`src/rtl/fltsup_pkg.sv`:
```
package fltsup_pkg;
    typedef enum logic [1:0] {
        ST_OFF,
        ST_WAIT,
        ST_RUN,
        ST_LATCH
    } sup_state_t;
endpackage

```
`src/rtl/fltsup_deb.sv`:
```
// Tick debounce counter: counts ticks while 'active' holds, clears otherwise.
module fltsup_deb #(
    parameter int LIMIT = 4
) (
    input  logic clk,
    input  logic rst_n,
    input  logic clr,
    input  logic active,
    input  logic tick,
    output logic done
);
    localparam int W = $clog2(LIMIT + 1);
    localparam logic [W-1:0] LIM_V = W'(LIMIT);

    logic [W-1:0] cnt;

    always_ff @(posedge clk or negedge rst_n) begin
        if (!rst_n)
            cnt <= '0;
        else if (clr || !active)
            cnt <= '0;
        else if (tick && cnt != LIM_V)
            cnt <= cnt + 1'b1;
    end

    assign done = (cnt == LIM_V);

    // the debounce count never passes its limit
    a_r4_cnt_bounded: assert property (@(posedge clk) disable iff (!rst_n)
        cnt <= LIM_V);
    // a dropped flag restarts the count
    a_r4_clear_on_drop: assert property (@(posedge clk) disable iff (!rst_n)
        !active |=> cnt == '0);
endmodule

```
`src/rtl/fltsup_cs.sv`:
```
// Per-channel current-sense handling: leading-edge blanking, cycle cut, high-level debounce.
module fltsup_cs #(
    parameter int BLANK_CYC = 75,
    parameter int DEB_TICKS = 4
) (
    input  logic clk,
    input  logic rst_n,
    input  logic clr,
    input  logic tick,
    input  logic gate_drv,
    input  logic cs_lo,
    input  logic cs_hi,
    output logic cut,
    output logic hit
);
    localparam int BW = $clog2(BLANK_CYC + 1);
    localparam logic [BW-1:0] BLOAD = BW'(BLANK_CYC - 1);
    localparam int HW = $clog2(DEB_TICKS + 1);
    localparam logic [HW-1:0] HLIM = HW'(DEB_TICKS);

    logic          gate_q;
    logic [BW-1:0] bcnt;
    logic          rise, blank, eff_lo, eff_hi;
    logic          cut_q, seen_q;
    logic [HW-1:0] hcnt;

    assign rise   = gate_drv && !gate_q;
    assign blank  = rise || (bcnt != '0);
    assign eff_lo = cs_lo && !blank;
    assign eff_hi = cs_hi && !blank;

    always_ff @(posedge clk or negedge rst_n) begin
        if (!rst_n) begin
            gate_q <= 1'b0;
            bcnt   <= '0;
        end else begin
            gate_q <= gate_drv;
            if (rise)
                bcnt <= BLOAD;
            else if (bcnt != '0)
                bcnt <= bcnt - 1'b1;
        end
    end

    always_ff @(posedge clk or negedge rst_n) begin
        if (!rst_n) begin
            cut_q  <= 1'b0;
            seen_q <= 1'b0;
            hcnt   <= '0;
        end else if (clr) begin
            cut_q  <= 1'b0;
            seen_q <= 1'b0;
            hcnt   <= '0;
        end else if (tick) begin
            cut_q  <= 1'b0;
            seen_q <= 1'b0;
            if (seen_q || eff_hi) begin
                if (hcnt != HLIM)
                    hcnt <= hcnt + 1'b1;
            end else begin
                hcnt <= '0;
            end
        end else begin
            cut_q  <= cut_q || eff_lo || eff_hi;
            seen_q <= seen_q || eff_hi;
        end
    end

    assign cut = cut_q || eff_lo || eff_hi;
    assign hit = (hcnt == HLIM);

    // a blanked cycle never sets the cut flag
    a_r8_blank_no_cut: assert property (@(posedge clk) disable iff (!rst_n)
        (blank && !cut_q) |=> !cut_q);
    // a cut never survives a tick
    a_r6_cut_ends_at_tick: assert property (@(posedge clk) disable iff (!rst_n)
        tick |=> !cut_q);
endmodule

```
`src/rtl/fltsup_obmon.sv`:
```
// Over-boost monitor: PWM-qualified arming count, then fb-only latch count.
module fltsup_obmon #(
    parameter int QUAL  = 4,
    parameter int LIMIT = 16384
) (
    input  logic clk,
    input  logic rst_n,
    input  logic clr,
    input  logic ss_done,
    input  logic pwm,
    input  logic fb_high,
    input  logic tick,
    output logic hit
);
    localparam int MAXV = (LIMIT > QUAL) ? LIMIT : QUAL;
    localparam int W = $clog2(MAXV + 1);
    localparam logic [W-1:0] QLAST = W'(QUAL - 1);
    localparam logic [W-1:0] LIM_V = W'(LIMIT);

    logic         armed;
    logic [W-1:0] cnt;

    always_ff @(posedge clk or negedge rst_n) begin
        if (!rst_n) begin
            armed <= 1'b0;
            cnt   <= '0;
        end else if (clr || !ss_done || !fb_high) begin
            armed <= 1'b0;
            cnt   <= '0;
        end else if (!armed) begin
            if (!pwm)
                cnt <= '0;
            else if (tick) begin
                if (cnt == QLAST) begin
                    armed <= 1'b1;
                    cnt   <= '0;
                end else begin
                    cnt <= cnt + 1'b1;
                end
            end
        end else if (tick && cnt != LIM_V) begin
            cnt <= cnt + 1'b1;
        end
    end

    assign hit = armed && (cnt == LIM_V);

    // over-boost cannot trip before soft start completes
    a_r5_masked: assert property (@(posedge clk) disable iff (!rst_n)
        !ss_done |=> !hit);
endmodule

```
`src/rtl/fltsup_ctrl.sv`:
```
module fltsup_ctrl #(
    parameter int NCH       = 2,
    parameter int DEB_TICKS = 4,
    parameter int OB_QUAL   = 4,
    parameter int OB_TICKS  = 16384,
    parameter int RST_TICKS = 131072,
    parameter int BLANK_CYC = 75
) (
    input  logic           clk,
    input  logic           rst_n,
    input  logic           stby_en,
    input  logic           pwm,
    input  logic           ss_done,
    input  logic           tick,
    input  logic           ovp,
    input  logic [NCH-1:0] led_ocp,
    input  logic [NCH-1:0] fb_high,
    input  logic [NCH-1:0] cs_lo,
    input  logic [NCH-1:0] cs_hi,
    input  logic [NCH-1:0] gate_drv,
    output logic [NCH-1:0] gate_en,
    output logic [NCH-1:0] dim_lo,
    output logic [NCH-1:0] dim_hi,
    output logic           fail_n,
    output logic           restart_req
    ,
    output logic           ss_dis
);
    import fltsup_pkg::*;

    localparam int RW = $clog2(RST_TICKS + 1);
    localparam logic [RW-1:0] RLAST = RW'(RST_TICKS - 1);

    sup_state_t     state, nxt;
    logic           pwm_q, pwm_rise, run, sub_clr;
    logic           ovp_hit, trip, raw_fault, rst_evt;
    logic [NCH-1:0] led_hit, cs_hit, ob_hit, cut;
    logic [RW-1:0]  rcnt;

    assign run      = (state == ST_RUN);
    assign sub_clr  = !run;
    assign pwm_rise = pwm && !pwm_q;

    fltsup_deb #(.LIMIT(DEB_TICKS)) u_ovp_deb (
        .clk(clk), .rst_n(rst_n), .clr(sub_clr), .active(ovp),
        .tick(tick), .done(ovp_hit)
    );

    for (genvar c = 0; c < NCH; c++) begin : g_ch
        fltsup_deb #(.LIMIT(DEB_TICKS)) u_led_deb (
            .clk(clk), .rst_n(rst_n), .clr(sub_clr), .active(led_ocp[c]),
            .tick(tick), .done(led_hit[c])
        );
        fltsup_cs #(.BLANK_CYC(BLANK_CYC), .DEB_TICKS(DEB_TICKS)) u_cs (
            .clk(clk), .rst_n(rst_n), .clr(sub_clr), .tick(tick),
            .gate_drv(gate_drv[c]), .cs_lo(cs_lo[c]), .cs_hi(cs_hi[c]),
            .cut(cut[c]), .hit(cs_hit[c])
        );
        fltsup_obmon #(.QUAL(OB_QUAL), .LIMIT(OB_TICKS)) u_ob (
            .clk(clk), .rst_n(rst_n), .clr(sub_clr), .ss_done(ss_done),
            .pwm(pwm), .fb_high(fb_high[c]), .tick(tick), .hit(ob_hit[c])
        );
    end

    assign trip      = ovp_hit || (|led_hit) || (|cs_hit) || (|ob_hit);
    assign raw_fault = ovp || (|led_ocp) || (|cs_hi) || (|fb_high);
    assign rst_evt   = (state == ST_LATCH) && tick && (rcnt == RLAST);

    // State register
    always_ff @(posedge clk or negedge rst_n) begin
        if (!rst_n)
            state <= ST_OFF;
        else
            state <= nxt;
    end

    // Next-state decode
    always_comb begin
        nxt = state;
        unique case (state)
            ST_OFF:   if (stby_en)                nxt = ST_WAIT;
            ST_WAIT:  if (pwm_rise)               nxt = ST_RUN;
            ST_RUN:   if (trip)                   nxt = ST_LATCH;
            ST_LATCH: if (rst_evt && !raw_fault)  nxt = ST_WAIT;
            default:                              nxt = ST_OFF;
        endcase
        if (!stby_en)
            nxt = ST_OFF;
    end

    // PWM edge tracker, auto-restart counter and request pulse
    always_ff @(posedge clk or negedge rst_n) begin
        if (!rst_n) begin
            pwm_q       <= 1'b0;
            rcnt        <= '0;
            restart_req <= 1'b0;
        end else begin
            pwm_q       <= pwm;
            restart_req <= rst_evt;
            if (state != ST_LATCH)
                rcnt <= '0;
            else if (tick)
                rcnt <= (rcnt == RLAST) ? '0 : rcnt + 1'b1;
        end
    end

    // Outputs
    always_comb begin
        fail_n = (state != ST_LATCH);
        ss_dis = !run;
        for (int c = 0; c < NCH; c++) begin
            gate_en[c] = run && !ovp && !led_ocp[c] && !cut[c];
            dim_lo[c]  = (run && ovp) || (state == ST_LATCH);
            dim_hi[c]  = run && !ovp && led_ocp[c];
        end
    end

    // over-voltage never lets a gate switch
    a_r1_ovp_gates_off: assert property (@(posedge clk) disable iff (!rst_n)
        ovp |-> gate_en == '0);
    // over-voltage outranks LED over-current on the dimming override
    a_r3_ovp_priority: assert property (@(posedge clk) disable iff (!rst_n)
        ovp |-> dim_hi == '0);
    // latched outputs
    a_r9_latched_outputs: assert property (@(posedge clk) disable iff (!rst_n)
        !fail_n |-> (gate_en == '0 && dim_lo == '1 && ss_dis));
    // standby clears the latch and stops switching
    a_r11_standby_clears: assert property (@(posedge clk) disable iff (!rst_n)
        !stby_en |=> (fail_n && gate_en == '0 && ss_dis));
    // restart pulse comes only out of the latched state
    a_r10_req_from_latch: assert property (@(posedge clk) disable iff (!rst_n)
        restart_req |-> $past(state == ST_LATCH));
    // switching only in RUN
    a_r12_gate_only_run: assert property (@(posedge clk) disable iff (!rst_n)
        !run |-> gate_en == '0);
endmodule

```
`config.mk`:
```
export PLATFORM = sky130hd
export DESIGN_NAME = fltsup_ctrl
export DESIGN_NICKNAME = d
export VERILOG_FILES = /design/src/rtl/fltsup_pkg.sv /design/src/rtl/fltsup_deb.sv /design/src/rtl/fltsup_cs.sv /design/src/rtl/fltsup_obmon.sv /design/src/rtl/fltsup_ctrl.sv
export SDC_FILE = /design/constraint.sdc
export NUM_CORES = 1
export LEC_CHECK = 0
export ABC_AREA = 1
export CORE_ASPECT_RATIO = 2
export CORE_MARGIN = 1
export CORE_UTILIZATION = 35
export CTS_CLUSTER_DIAMETER = 200
export CTS_CLUSTER_SIZE = 24
export DETAILED_ROUTE_END_ITERATION = 8
export PLACE_DENSITY = 0.51
export SLEW_MARGIN = 20
export SYNTH_ARGS = -nofsm -noshare
export SYNTH_HDL_FRONTEND = slang
export SYNTH_SLANG_ARGS = --single-unit
```
`constraint.sdc`:
```
create_clock -name clk -period 4.75 [get_ports clk]
set_input_delay 0.95 -clock clk [delete_from_list [all_inputs] [get_ports clk]]
set_output_delay 0.95 -clock clk [all_outputs]
set_load 0.02 [all_outputs]
```
# After elaboration in Yosys (flattened, before gate mapping)
# Cells that the tools add are included.
[totals]
inputBits = 17
output_inout_bits = 9
regBits = 89
[classes]
n_eq_ne = 31
mux = 56
n_reduce_logical = 81
addsub = 10
[ops]
columns = ["operator", "n"]
rows = [
  ["$mux 15", 12],
  ["$mux 18", 3],
  ["$mux 3", 14],
  ["$add 15x1->15 const B", 2],
  ["$eq 15x15->1 const B", 2],
  ["$eq 15x2->1 const B", 2],
  ["$ne 15x15->1 const B", 2],
  ["$ne 3x3->1 const B", 10],
  ["$mux 7", 4],
  ["$logic_and 1x1->1", 25],
  ["$logic_or 1x1->1", 21],
  ["$add 18x1->18 const B", 1],
  ["$eq 18x17->1 const B", 1],
  ["$mux 1", 18],
  ["$add 3x1->3 const B", 5],
  ["$eq 3x3->1 const B", 5],
  ["$logic_not 1->1", 15],
  ["$reduce_bool 7->1", 2],
  ["$sub 7x1->7 const B", 2],
  ["$reduce_bool 2->1", 6],
  ["$reduce_or 2->1", 6],
  ["$mux 2", 4],
  ["$ne 4x1->1 const B", 2],
  ["$pmux 2 s4", 1],
  ["other kinds (7)", 13],
]

# Depth between registers and ports, before layout
[logic_depth]
word_depth = 9
depth_mapped = 11
depth_no_buf = 11

# Hierarchy
# From an unflattened synthesis, not the netlist that was laid out.
[hier_totals]
hier_cells = 820
hier_area_um2 = 5926.9
[modules_own_cells]
columns = ["mod", "seq_area_each_um2", "area_per_inst_um2", "instances", "cells_per_inst"]
rows = [
  ["fltsup_obmon", 400.4, 1186.1, 2, 182],
  ["fltsup_cs", 325.3, 745.7, 2, 83],
  ["fltsup_ctrl", 550.5, 1417.6, 1, 194],
  ["fltsup_deb", 75.1, 215.2, 3, 32],
]

# Worst setup path before layout
# OpenSTA, ideal clock, no wires.
[synth_timing]
path_kind = "input port to output port"
start = "input port gate_drv[1]"
end = "output port gate_en[1]"
arrival_ns = 1.988
path_stages = 6
path_slack_ns = 1.812
cell_sequence = "inv_1 -> nor2_1 -> inv_1 -> a31oi_1 -> nand2_1 -> nor3_1"
[synth_between]
elab_chain_len = 8
word_cells_on_any_way = 9
cone_classes = "reduce/logical (9)"
[synth_rtl]
columns = ["item", "line_no", "text"]
rows = [
  ["from (decl)", "fltsup_ctrl.sv:20", "input logic [NCH-1:0] gate_drv,"],
  ["$logic_and 1x1->1 *", "fltsup_cs.sv:27", "assign rise = gate_drv && !gate_q;"],
  ["$logic_or 1x1->1 *", "fltsup_cs.sv:28", "assign blank = rise || (bcnt != '0);"],
  ["$logic_not 1->1 *", "fltsup_cs.sv:29, fltsup_cs.sv:30", ""],
  ["$logic_and 1x1->1", "fltsup_cs.sv:29", "assign eff_lo = cs_lo && !blank;"],
  ["$logic_or 1x1->1", "fltsup_cs.sv:69", "assign cut = cut_q || eff_lo || eff_hi;"],
  ["$logic_or 1x1->1 *", "fltsup_cs.sv:69", ""],
  ["$logic_not 1->1 *", "fltsup_ctrl.sv:112", "gate_en[c] = run && !ovp && !led_ocp[c] && !cut[c];"],
  ["$logic_and 1x1->1 *", "fltsup_ctrl.sv:112", ""],
  ["to (decl)", "fltsup_ctrl.sv:21", "output logic [NCH-1:0] gate_en,"],
]
# Every way passes the cells marked *; elsewhere a longest branch is shown, timed or not.

# Worst setup path after layout
# Same ends and word-level chain as after synthesis.

==> results.sh <==
export IMPL_synth_top_cells_by_count="nand2_1 (178), nor2_1 (99), inv_1 (92)"
export IMPL_worst_pin_slew_ns=0.775
export IMPL_drive_gt1_frac=0.0537
export IMPL_post_route_period_util=0.810
export IMPL_slew_headroom=0.483
export IMPL_postSynthCellCount=736
export IMPL_crit_required_ns=3.80
export IMPL_clk_root_buffer_cell="clkbuf_16"
export IMPL_fin_skew_ns=0.0102
export IMPL_whs_path_depth=1
export IMPL_dr_total_vias=4729
export IMPL_hold_viol=0
export IMPL_synth_flop_cell="dfrtp_1"
export IMPL_synth_seq_cells=89
export IMPL_grt_pass1_wl_um=22100
export IMPL_initial_core_util=0.356
export IMPL_maxCapViolations=0
export IMPL_setup_violations=0
export IMPL_grt_ovfl_total=0
export IMPL_cts_tree="done"
export IMPL_crit_path_max_fanout=6
export IMPL_dp_hpwl_um=9690
export IMPL_worstSetupEndpoint="gate_en[1]"
export IMPL_grt_antenna_before_repair=0
export IMPL_wirelength_met1_um=5080
export IMPL_period_needed_ns=3.85
export IMPL_setup_slack_ns=0.904
export IMPL_synth_edf_count=0
export IMPL_grt_max_degree=60
export IMPL_cp_end_kind="output port"
export IMPL_path_class="in -> out"
export IMPL_post_cts_buffers=0
export IMPL_vias_per_cell=4.92
export IMPL_syn_avg_cell_area_um2=7.35
export IMPL_clk_pin_slew_ns=0.06
export IMPL_synth_top_area_share=0.412
export IMPL_coreArea_um2=15200
export IMPL_cts_max_level=3
export IMPL_cts_buffers=9
export IMPL_irDropWorstVdd_v=0.000129
export IMPL_nets=798
export IMPL_worstPathArrival_ns=2.90
export IMPL_synth_largest_area_cell="dfrtp_1"
export IMPL_synth_area_leaders="dfrtp_1 (41%), nand2_1 (12%), nor2_1 (6.9%)"
export IMPL_pre_cts_ws_ns=0.881
export IMPL_hold_class="reg -> reg"
export IMPL_fillCellCount=1576
export IMPL_cts_max_path_buffers=2
export IMPL_n_antenna_cell=0
export IMPL_top_layer="met4"
export IMPL_grt_pass1_vias=4835
export IMPL_grtUsageTotal=0.173
export IMPL_post_cts_resized=0
export IMPL_clkLatencyLatePin_ns=0.34
export IMPL_ys_warnings_count=0
export IMPL_wl_met2_um=7280
export IMPL_fmax_mhz=260
export IMPL_ctsHoldBuffers=0
export IMPL_timing_final_max_slew_violations=0
export IMPL_ys_seq_area_frac=0.412
export IMPL_ant_nets=0
export IMPL_die_y_um=178
export IMPL_regToRegEndpoint="g_ch[0].u_ob.cnt[11]$_DFFE_PN0P_"
export IMPL_met3WireLength_um=270
export IMPL_cts_sink_count=89
export IMPL_die_x_um=89.9
export IMPL_status="finished, final reports clean"
export IMPL_startpoint="gate_drv[1]"
export IMPL_r2r_cells=7
export IMPL_power_density_nw_per_um2=324
export IMPL_syn_area_um2=5410
export IMPL_async_flop_share=1.00
export IMPL_area_growth_pct=13.8
export IMPL_first_iter_violations=182
export IMPL_num_io_pins=26
export IMPL_rsz0062_at_grt="false"
export IMPL_start_kind="input pin"
export IMPL_regToRegSetupSlack_ns=2.46
export IMPL_dieArea_um2=16000
export IMPL_dr_pass1_iters=4
export IMPL_gp_congestion=0.810
export IMPL_drc_errors=0
export IMPL_drt_total_wl_um=12800
export IMPL_fin_setup_tns_ns=0
export IMPL_leakage_nw=2.72
export IMPL_r2r_start="state[0]$_DFFE_PN0P_"
export IMPL_wire_per_inst_um=13.3
export IMPL_synth_cell_types=39
export IMPL_synth_most_common_cell="nand2_1"
export IMPL_num_rows=64
export IMPL_syn_nets=775
export IMPL_portBuffers=25
==> worst max-delay path: stages <==
cell,delay (ns)
clkdlybuf4s50_1,0.48
inv_1,0.05
nor2_1,0.20
inv_1,0.16
a31oi_1,0.23
nand2_1,0.08
nor3_1,0.13
clkdlybuf4s50_1,0.63
==> state kept, by name, indices dropped and copies added (netlist names) <==
register / flops
u_ovp_deb.cnt: 3
pwm_q: 1
g_ch.u_cs.gate_q: 2
g_ch.u_ob.armed: 2
g_ch.u_led_deb.cnt: 6
g_ch.u_cs.cut_q: 2
g_ch.u_cs.bcnt: 14
g_ch.u_cs.seen_q: 2
state: 2
g_ch.u_ob.cnt: 30
g_ch.u_cs.hcnt: 6
rcnt: 18
restart_req: 1
==> layout make-up <==
cell class	count	area [um2]	share of cell area
clock buffer	11	243	0.0394
clock inverter	5	78.8	0.0128
inverter	96	360	0.0585
multi-input combinational	537	2750	0.446
sequential	89	2230	0.362
tap	198	248	0.0402
timing repair buffer	26	255	0.0414
==> kinds of logic after synthesis <==
kind of cell,synth area share
XOR/XNOR,0.0469
AND/OR/NAND/NOR,0.316
adder cells (fa/ha/maj),0.0509
buffers and inverters,0.0809
flip-flops,0.412
AO/OA/AOI/OAI,0.0939
==> metrics by stage <==
stage / hold slack [ns] / power, mW / util / instances / instance area (um2)
4_1_cts: 0.490 / 2.04 / 0.405 / 962 / 6160
6_report: 0.484 / 2.00 / 0.405 / 962 / 6160
3_3_place_gp: 0.480 / 1.24 / 0.384 / 946 / 5840
5_1_grt: 0.518 / 2.12 / 0.405 / 962 / 6160
3_5_place_dp: 0.475 / 1.24 / 0.384 / 946 / 5840
2_1_floorplan: 0.452 / 1.12 / - / 736 / 5410
==> per-layer routing <==
metal / vias to the layer above / GRT usage
li1: 2414 / -
met1: 2250 / 0.175
met2: 58 / 0.352
met3: 7 / 0.0236
met4: 0 / 0.0612
met5: - / 0
==> power breakdown <==
| part | leakage [nW] | internal [mW] | switching (mW) |
|---|---|---|---|
| Sequential | 1.20 | 0.816 | 0.0512 |
| Clock | 0.159 | 0.475 | 0.301 |
| Combinational | 1.35 | 0.132 | 0.222 |
| Total | 2.72 | 1.42 | 0.573 |
==> worst min-delay path by stage <==
stage,startpoint,endpoint,slack [ns]
final,g_ch[1].u_cs.bcnt[6]$_DFFE_PN0P_,g_ch[1].u_cs.bcnt[6]$_DFFE_PN0P_,0.48
after global routing,g_ch[1].u_cs.bcnt[6]$_DFFE_PN0P_,g_ch[1].u_cs.bcnt[6]$_DFFE_PN0P_,0.52
after CTS,g_ch[1].u_cs.bcnt[6]$_DFFE_PN0P_,g_ch[1].u_cs.bcnt[6]$_DFFE_PN0P_,0.49
after detailed placement,g_ch[1].u_cs.bcnt[6]$_DFFE_PN0P_,g_ch[1].u_cs.bcnt[6]$_DFFE_PN0P_,0.47
after global placement,g_ch[1].u_cs.bcnt[6]$_DFFE_PN0P_,g_ch[1].u_cs.bcnt[6]$_DFFE_PN0P_,0.48
after floorplan,g_ch[1].u_cs.bcnt[6]$_DFFE_PN0P_,g_ch[1].u_cs.bcnt[6]$_DFFE_PN0P_,0.45
==> cell usage in the layout (no fill, tap or decap), types with 3 or more instances in the layout <==
| master | count |
|---|---|
| nand3_2 | 3 |
| clkbuf_16 | 9 |
| inv_2 | 3 |
| ha_1 | 22 |
| nor2_1 | 99 |
| xor2_1 | 27 |
| o21ai_1 | 9 |
| a21oi_1 | 31 |
| nand2_2 | 6 |
| nand2_1 | 178 |
| o21ai_0 | 31 |
| nor2_2 | 3 |
| inv_1 | 92 |
| o22ai_1 | 8 |
| clkdlybuf4s50_1 | 24 |
| nand4_1 | 16 |
| dfrtp_1 | 89 |
| nand3_1 | 66 |
| nor3_1 | 14 |
Note: power is estimated with default switching activity, not from simulation.
